<file path="src/rtl/fbo_pkg.sv">
package fbo_pkg;
  localparam int MODE_N  = 7;
  localparam int IX_READ = 0;
  localparam int IX_WR   = 1;
  localparam int IX_DIS  = 2;
  localparam int IX_STBY = 3;
  localparam int IX_RST  = 4;
  localparam int IX_PD   = 5;
  localparam int IX_AUTO = 6;

  localparam int PIN_N   = 5;
  localparam int P_CE    = 0;
  localparam int P_OE    = 1;
  localparam int P_WE    = 2;
  localparam int P_ADV   = 3;
  localparam int P_RP    = 4;

  typedef logic [MODE_N-1:0] mode_t;
endpackage

</file>
<file path="src/rtl/fbo_deglitch.sv">
module fbo_deglitch #(
  parameter int STABLE_CYC = 4
) (
  input  logic clk,
  input  logic rst_n,
  input  logic pin_i,
  output logic pin_o
);
  logic s1_q, s2_q;

  always_ff @(posedge clk or negedge rst_n) begin
    if (!rst_n) begin
      s1_q <= 1'b1;
      s2_q <= 1'b1;
    end else begin
      s1_q <= pin_i;
      s2_q <= s1_q;
    end
  end

  generate
    if (STABLE_CYC <= 1) begin : g_pass
      assign pin_o = s2_q;
    end else begin : g_filt
      localparam int CW = $clog2(STABLE_CYC + 1);
      logic [CW-1:0] cnt_q, cnt_d;
      logic          flt_q, flt_d;

      always_comb begin
        cnt_d = cnt_q;
        flt_d = flt_q;
        if (s2_q == flt_q) begin
          cnt_d = '0;
        end else if (cnt_q == CW'(STABLE_CYC - 1)) begin
          cnt_d = '0;
          flt_d = s2_q;
        end else begin
          cnt_d = cnt_q + 1'b1;
        end
      end

      always_ff @(posedge clk or negedge rst_n) begin
        if (!rst_n) begin
          cnt_q <= '0;
          flt_q <= 1'b1;
        end else begin
          cnt_q <= cnt_d;
          flt_q <= flt_d;
        end
      end

      assign pin_o = flt_q;
    end
  endgenerate
endmodule

</file>
<file path="src/rtl/fbo_capture.sv">
module fbo_capture #(
  parameter int AW = 16,
  parameter int DW = 16
) (
  input  logic          clk,
  input  logic          rst_n,
  input  logic          ce_f,
  input  logic          oe_f,
  input  logic          we_f,
  input  logic          adv_f,
  input  logic          rp_f,
  input  logic [AW-1:0] addr_in,
  input  logic [DW-1:0] dq_in,
  output logic [AW-1:0] addr_q,
  output logic [DW-1:0] wdata_q,
  output logic          wdata_vld,
  output logic          rp_exit
);
  logic ce_p, oe_p, we_p, adv_p, rp_p;
  logic ce_rise, oe_rise, we_rise, adv_rise, rp_rise;
  logic wr_act_q, wr_act_d;
  logic a_done_q, a_done_d;
  logic wr_entry, wr_end;
  logic [AW-1:0] addr_d;
  logic [DW-1:0] wdata_d;
  logic          vld_d;

  assign ce_rise  = ce_f  & ~ce_p;
  assign oe_rise  = oe_f  & ~oe_p;
  assign we_rise  = we_f  & ~we_p;
  assign adv_rise = adv_f & ~adv_p;
  assign rp_rise  = rp_f  & ~rp_p;

  // a write cycle opens only on the cycle both strobes are first seen low
  assign wr_entry = rp_f & ~ce_f & ~we_f & oe_f & (ce_p | we_p);
  assign wr_end   = wr_act_q & (we_rise | ce_rise);

  always_comb begin
    wr_act_d = wr_act_q;
    if (!rp_f || !oe_f)  wr_act_d = 1'b0;
    else if (wr_end)     wr_act_d = 1'b0;
    else if (wr_entry)   wr_act_d = 1'b1;
  end

  always_comb begin
    a_done_d = a_done_q;
    if (rp_f && !ce_f && adv_rise)          a_done_d = 1'b1;
    else if (wr_end || ce_f || oe_rise || !rp_f) a_done_d = 1'b0;
  end

  always_comb begin
    addr_d  = addr_q;
    wdata_d = wdata_q;
    vld_d   = 1'b0;
    if (rp_f && !ce_f && adv_rise) begin
      addr_d = addr_in;
    end else if (wr_end && !a_done_q) begin
      addr_d = addr_in;
    end
    if (wr_end) begin
      wdata_d = dq_in;
      vld_d   = 1'b1;
    end
  end

  always_ff @(posedge clk or negedge rst_n) begin
    if (!rst_n) begin
      ce_p      <= 1'b1;
      oe_p      <= 1'b1;
      we_p      <= 1'b1;
      adv_p     <= 1'b1;
      rp_p      <= 1'b1;
      wr_act_q  <= 1'b0;
      a_done_q  <= 1'b0;
      addr_q    <= '0;
      wdata_q   <= '0;
      wdata_vld <= 1'b0;
      rp_exit   <= 1'b0;
    end else begin
      ce_p      <= ce_f;
      oe_p      <= oe_f;
      we_p      <= we_f;
      adv_p     <= adv_f;
      rp_p      <= rp_f;
      wr_act_q  <= wr_act_d;
      a_done_q  <= a_done_d;
      addr_q    <= addr_d;
      wdata_q   <= wdata_d;
      wdata_vld <= vld_d;
      rp_exit   <= rp_rise;
    end
  end
endmodule

</file>
<file path="src/rtl/fbo_mode.sv">
module fbo_mode
  import fbo_pkg::*;
#(
  parameter int AW       = 16,
  parameter int IDLE_CYC = 20
) (
  input  logic          clk,
  input  logic          rst_n,
  input  logic [PIN_N-1:0] pins_f,
  input  logic          cfg_pd,
  input  logic          cfg_burst,
  input  logic          pe_busy,
  input  logic [AW-1:0] addr_in,
  output mode_t         mode_q,
  output logic          illegal_q,
  output logic          dq_oe_q
);
  localparam int IW = $clog2(IDLE_CYC + 1);

  logic [PIN_N-1:0] pins_p;
  logic [AW-1:0]    addr_p;
  logic [IW-1:0]    idle_q, idle_d;
  logic             act, idle_done;
  mode_t            mode_d;
  logic             ill_d, oe_d;
  logic             ce, oe, we, rp;

  assign ce = pins_f[P_CE];
  assign oe = pins_f[P_OE];
  assign we = pins_f[P_WE];
  assign rp = pins_f[P_RP];

  assign act       = (pins_f != pins_p) | (addr_in != addr_p);
  assign idle_done = (idle_q == IW'(IDLE_CYC));

  always_comb begin
    idle_d = idle_q;
    if (act)             idle_d = '0;
    else if (!idle_done) idle_d = idle_q + 1'b1;
  end

  always_comb begin
    mode_d = '0;
    if (!rp) begin
      if (cfg_pd) mode_d[IX_PD]  = 1'b1;
      else        mode_d[IX_RST] = 1'b1;
    end else if (ce) begin
      if (pe_busy) mode_d[IX_DIS]  = 1'b1;
      else         mode_d[IX_STBY] = 1'b1;
    end else if (!we && oe) begin
      mode_d[IX_WR] = 1'b1;
    end else if (we && !oe) begin
      if (idle_done && !cfg_burst) mode_d[IX_AUTO] = 1'b1;
      else                         mode_d[IX_READ] = 1'b1;
    end else begin
      mode_d[IX_DIS] = 1'b1;
    end
  end

  assign ill_d = rp & ~ce & ~we & ~oe;
  assign oe_d  = mode_d[IX_READ] | mode_d[IX_AUTO];

  always_ff @(posedge clk or negedge rst_n) begin
    if (!rst_n) begin
      pins_p    <= '1;
      addr_p    <= '0;
      idle_q    <= '0;
      mode_q    <= mode_t'(1 << IX_STBY);
      illegal_q <= 1'b0;
      dq_oe_q   <= 1'b0;
    end else begin
      pins_p    <= pins_f;
      addr_p    <= addr_in;
      idle_q    <= idle_d;
      mode_q    <= mode_d;
      illegal_q <= ill_d;
      dq_oe_q   <= oe_d;
    end
  end
endmodule

</file>
<file path="src/rtl/flash_busop_front.sv">
module flash_busop_front
  import fbo_pkg::*;
#(
  parameter int AW         = 16,
  parameter int DW         = 16,
  parameter int GLITCH_CYC = 4,
  parameter int IDLE_CYC   = 20
) (
  input  logic          clk,
  input  logic          rst_n,
  input  logic          ce_n,
  input  logic          oe_n,
  input  logic          we_n,
  input  logic          adv_n,
  input  logic          rp_n,
  input  logic          cfg_pd,
  input  logic          cfg_burst,
  input  logic          pe_busy,
  input  logic [AW-1:0] addr_in,
  input  logic [DW-1:0] dq_in,
  output logic [AW-1:0] addr_q,
  output logic [DW-1:0] wdata_q,
  output logic          wdata_vld,
  output logic          dq_oe,
  output logic [6:0]    mode,
  output logic          illegal,
  output logic          rp_exit
);
  logic [PIN_N-1:0] pins_raw, pins_f;
  mode_t            mode_w;

  assign pins_raw[P_CE]  = ce_n;
  assign pins_raw[P_OE]  = oe_n;
  assign pins_raw[P_WE]  = we_n;
  assign pins_raw[P_ADV] = adv_n;
  assign pins_raw[P_RP]  = rp_n;

  for (genvar i = 0; i < PIN_N; i++) begin : g_pin
    localparam int SC = (i == P_CE || i == P_WE) ? GLITCH_CYC : 1;
    fbo_deglitch #(.STABLE_CYC(SC)) u_dg (
      .clk   (clk),
      .rst_n (rst_n),
      .pin_i (pins_raw[i]),
      .pin_o (pins_f[i])
    );
  end

  fbo_capture #(.AW(AW), .DW(DW)) u_cap (
    .clk       (clk),
    .rst_n     (rst_n),
    .ce_f      (pins_f[P_CE]),
    .oe_f      (pins_f[P_OE]),
    .we_f      (pins_f[P_WE]),
    .adv_f     (pins_f[P_ADV]),
    .rp_f      (pins_f[P_RP]),
    .addr_in   (addr_in),
    .dq_in     (dq_in),
    .addr_q    (addr_q),
    .wdata_q   (wdata_q),
    .wdata_vld (wdata_vld),
    .rp_exit   (rp_exit)
  );

  fbo_mode #(.AW(AW), .IDLE_CYC(IDLE_CYC)) u_mode (
    .clk       (clk),
    .rst_n     (rst_n),
    .pins_f    (pins_f),
    .cfg_pd    (cfg_pd),
    .cfg_burst (cfg_burst),
    .pe_busy   (pe_busy),
    .addr_in   (addr_in),
    .mode_q    (mode_w),
    .illegal_q (illegal),
    .dq_oe_q   (dq_oe)
  );

  assign mode = mode_w;
endmodule

</file>
<file path="config.mk">
export PLATFORM = sky130hd
export DESIGN_NAME = flash_busop_front
export DESIGN_NICKNAME = d
export VERILOG_FILES = /design/src/rtl/fbo_pkg.sv /design/src/rtl/fbo_deglitch.sv /design/src/rtl/fbo_capture.sv /design/src/rtl/fbo_mode.sv /design/src/rtl/flash_busop_front.sv
export SDC_FILE = /design/constraint.sdc
export NUM_CORES = 1
export LEC_CHECK = 0
export BUFFER_PORTS_ARGS = -buffer_cell sky130_fd_sc_hd__buf_2
export CAP_MARGIN = 30
export CELL_PAD_IN_SITES_DETAIL_PLACEMENT = 1
export CELL_PAD_IN_SITES_GLOBAL_PLACEMENT = 1
export CORE_MARGIN = 4
export CORE_UTILIZATION = 48
export CTS_BUF_LIST = sky130_fd_sc_hd__clkbuf_8
export DETAILED_ROUTE_END_ITERATION = 6
export HOLD_SLACK_MARGIN = 0.08
export PLACE_DENSITY = 0.95
export SYNTH_ARGS = -nofsm -noshare
export SYNTH_HDL_FRONTEND = slang
export SYNTH_SLANG_ARGS = --single-unit
export TNS_END_PERCENT = 100
</file>
<file path="constraint.sdc">
create_clock -name clk -period 3.7 [get_ports clk]
set_input_delay 0.185 -clock clk [delete_from_list [all_inputs] [get_ports clk]]
set_output_delay 0.185 -clock clk [all_outputs]
set_load 0.02 [all_outputs]
</file>
==> run summary <==
=================================================================================
Outcome ............................................................ finished clean
Kind of cell adding the most delay to the critical path ............ compound AO/OA/AOI/OAI gates
CTS tree ...........................................................        built
Number of core rows ................................................           30
Global-route wire length before repair .............................      13.4 mm
Placer's final routability congestion estimate .....................        0.729
Total Routed Length ................................................      8.12 mm
Clk buf depth ......................................................            2
Detailed-route DRC error count .....................................            0
CTS Buf Count ......................................................            9
Post-Syn Nets ......................................................          272
Worst EP required ..................................................      3930 ps
Top-area cell type share of the netlist area .......................        0.527
Leakage Power ......................................................   0.00217 uW
Path type of the worst min-delay path .............................. input port to flip-flop
Number of antenna violations at the first check in global routing ..            0
Mean area per synthesized cell .....................................   15.4 sq um
Share of the synthesized area in compound gates (AO/OA/AOI/OAI) ....       0.0193
Sequential share of the synthesized area ...........................        0.667
Post-route minimum period ..........................................      2030 ps
Ranking of synthesized cells by area ............................... dfrtp_1 (53%), dfstp_2 (14%), mux2_2 (7.7%), mux2_4 (4.5%), xor2_1 (4.4%)
Maximum clock frequency ............................................      492 MHz
Worst VDD drop .....................................................       388 uV
Cell breakdown of the critical path ................................ ha_1 -> o21ai_2 -> o21ai_4 -> mux2_2
Synthesized flop and latch total ...................................           89
Largest driver fanout on the critical path .........................           16
Combinational family with the most area after synthesis ............ multiplexers
Async SR Flop Fraction .............................................         1.00
Mux share of post-synthesis cell area ..............................        0.124
Clock root buffer ..................................................     clkbuf_8
Post-synth top area cell ...........................................      dfrtp_1
Number of logic stages on the critical path including buffering ....            4
Max-Cap Viols ......................................................            0
Die height ......................................................... 91.8 microns
Remaining global-route overflow ....................................            0
Placeable core region ..............................................   6790 sq um
Overall track demand over capacity in global routing ...............        0.207
Clock transition at path regs ......................................        80 ps
Total of endpoints with negative setup slack in the final report ...            0
Count of filler cells inserted in the layout .......................          648
Area added between synthesis and finish ............................        33.5%
Most used DFF post-synth ...........................................      dfrtp_1
Total negative setup slack .........................................         0 ps
Initial DRC count ..................................................           68
Worst clock skew ...................................................      15.2 ps
Number of instances resized during post-cts repair .................            0
Slew @ Worst Pin ...................................................       696 ps
Arr. time, crit path ...............................................      2260 ps
Xor/xnor cell area share of the yosys netlist ......................       0.0545
Final HPWL from detailed placement .................................      5.00 mm
Post-DRT Antenna Nets ..............................................            0
Nature of the critical path startpoint .............................    flip-flop
Cell variety after synth ...........................................           34
Number of global-route vias before repair ..........................         2565
Effective utilization at floorplan .................................        0.497
WL per Instance .................................................... 17.9 microns
Routed via count ...................................................         2179
Delay of the slowest critical-path stage ...........................       640 ps
Synth Area in Simple Gates .........................................       0.0720
Count of flip-flops with a built-in enable after synthesis .........            0
Synth Cell Area ....................................................   3370 sq um
Maximum number of pins on one net before global-route repair .......           75
Final Hold Viols ...................................................            0
Clk sinks ..........................................................           89
Number of optimization iterations in the first detailed-route pass .            3
Insertion delay of the later-clocked pin in the worst-skew pair ....       350 ps
DIE AREA ...........................................................   8430 sq um
Crit share post-route ..............................................        0.549
Overall die width .................................................. 91.8 microns
Combined area of the multi-input logic cells .......................   1050 sq um
Share of cells above drive strength 1 ..............................        0.427
Number of standard cells after synthesis ...........................          219
Storage element area ...............................................   2250 sq um
Final antenna diode count ..........................................            0
Length in cells of the worst reg-to-reg path .......................            4
Final-report max-slew violation count ..............................            0
Overall power of the completed layout ..............................      2980 uW
Via/cell ratio .....................................................         4.80
Quantity of I/O buffers inserted on ports ..........................           84
Power density over the cells .......................................  663 nW/um^2
CP max stage cell ..................................................      dfstp_2
Adder-cell share of the synthesized area ...........................       0.0408
Total number of H-tree levels ......................................            3
Final layout net count .............................................          406
Count of boundary I/O pins .........................................           85
Worst Setup Path Type .............................................. flip-flop to flip-flop
Worst hold path stage count ........................................            2
Crit. End Element ..................................................    flip-flop
Buffers plus inverters on the worst setup path .....................            0
Slew margin rel. ...................................................        0.535
Warnings from Yosys ................................................            0
Setup repair after global routing missed its margin ................           no
=================================================================================
==> path summary, 6_finish.rpt <==
kind	from	end	slack [ps]
worst max-delay path	g_pin[0].u_dg.pin_o	u_cap.addr_q[15]	1670
worst min-delay path	pe_busy	u_mode.mode_q[3]	100
worst max register to register	g_pin[0].u_dg.pin_o	u_cap.addr_q[15]	1670
worst min register to register	g_pin[1].u_dg.s1_q	g_pin[1].u_dg.pin_o	360
max in group asynchronous	rst_n	u_cap.rp_p	2810
min in group asynchronous	rst_n	u_mode.mode_q[0]	240
==> synth_stat cells (all sizes together), types with 3 or more instances <==
cell and instances:
buf 3, dfrtp 71, dfstp 18, ha 11, inv 12, mux2 33, nand2 4, nand3 3
nor2 5, nor2b 6, nor3 9, nor3b 3, nor4 4, o21ai 4, xnor2 4, xor2 17
==> final cells by class <==
type / count / share of cell area
inverter: 12 / 0.0100
multi-input combinational: 115 / 0.233
clock buffer: 9 / 0.0275
timing repair buffer: 126 / 0.191
tap: 96 / 0.0267
sequential: 89 / 0.500
clock inverter: 7 / 0.0128
==> per-stage QoR <==
stage | utilization | hold WS (ps) | std cells | instance area [sq um] | worst slack, ps
6_report | 0.663 | 101 | 454 | 4500 | 1670
5_1_grt | 0.663 | 93.1 | 454 | 4500 | 1590
4_1_cts | 0.663 | 85.0 | 454 | 4500 | 1680
3_5_place_dp | 0.577 | 62.7 | 398 | 3920 | 1700
3_3_place_gp | 0.573 | 291 | 397 | 3890 | 1760
2_1_floorplan | - | -111 | 219 | 3370 | 1990
==> cells by family (layout without fill, tap and decap cells) <==
family,after synthesis,after routing
AOI/OAI and AO/OA,8,8
xor gates and xnor gates,21,21
adders and majority gates,11,11
buffers and inverters,15,154
DFF,89,89
muxes,34,34
and+or+nand+nor,41,41
==> power by group <==
group,internal [uW],switching (uW)
clock,302,322
sequential,1240,153
combinational,431,533
total,1980,1010
==> cells in the final DEF (no fill, tap or decap), types with 5 or more instances in the layout <==
master	instances
buf_2	83
dfrtp_1	71
dlygate4sd3_1	40
mux2_2	23
dfstp_2	18
xor2_1	17
inv_1	16
ha_1	11
mux2_4	10
nor3_1	9
clkbuf_8	9
nor2_1	5
nor2b_1	5
==> timing repair <==
item,4_1_cts,5_1_grt
hold buffers,40,0
hold endpoints to repair,112,0
buffers inserted,0,0
==> flip-flops by register name (all words and copies together), names as in the netlist, 2 cells and up <==
register	flops
g_pin.u_dg.g_filt.cnt_q	6
g_pin.u_dg.pin_o	5
g_pin.u_dg.s1_q	5
g_pin.u_dg.s2_q	2
u_cap.addr_q	16
u_cap.wdata_q	16
u_mode.addr_p	16
u_mode.idle_q	5
u_mode.mode_q	7
u_mode.pins_p	4
==> layer usage <==
metal	vias to the layer above	routed length [microns]	track usage	part of all wire
met4	0	182	0.0916	0.022
li1	1008	-	-	-
met3	15	279	0.0386	0.034
met1	1102	3230	0.236	0.40
met5	-	0	0	0
met2	54	4430	0.377	0.55
==> worst register-to-register path: stages, from the launching register on <==
cell     delay [ps]
dfstp_2         640
ha_1            190
o21ai_2         100
o21ai_4         560
mux2_2          430
Power figures use the tool's default switching activity.
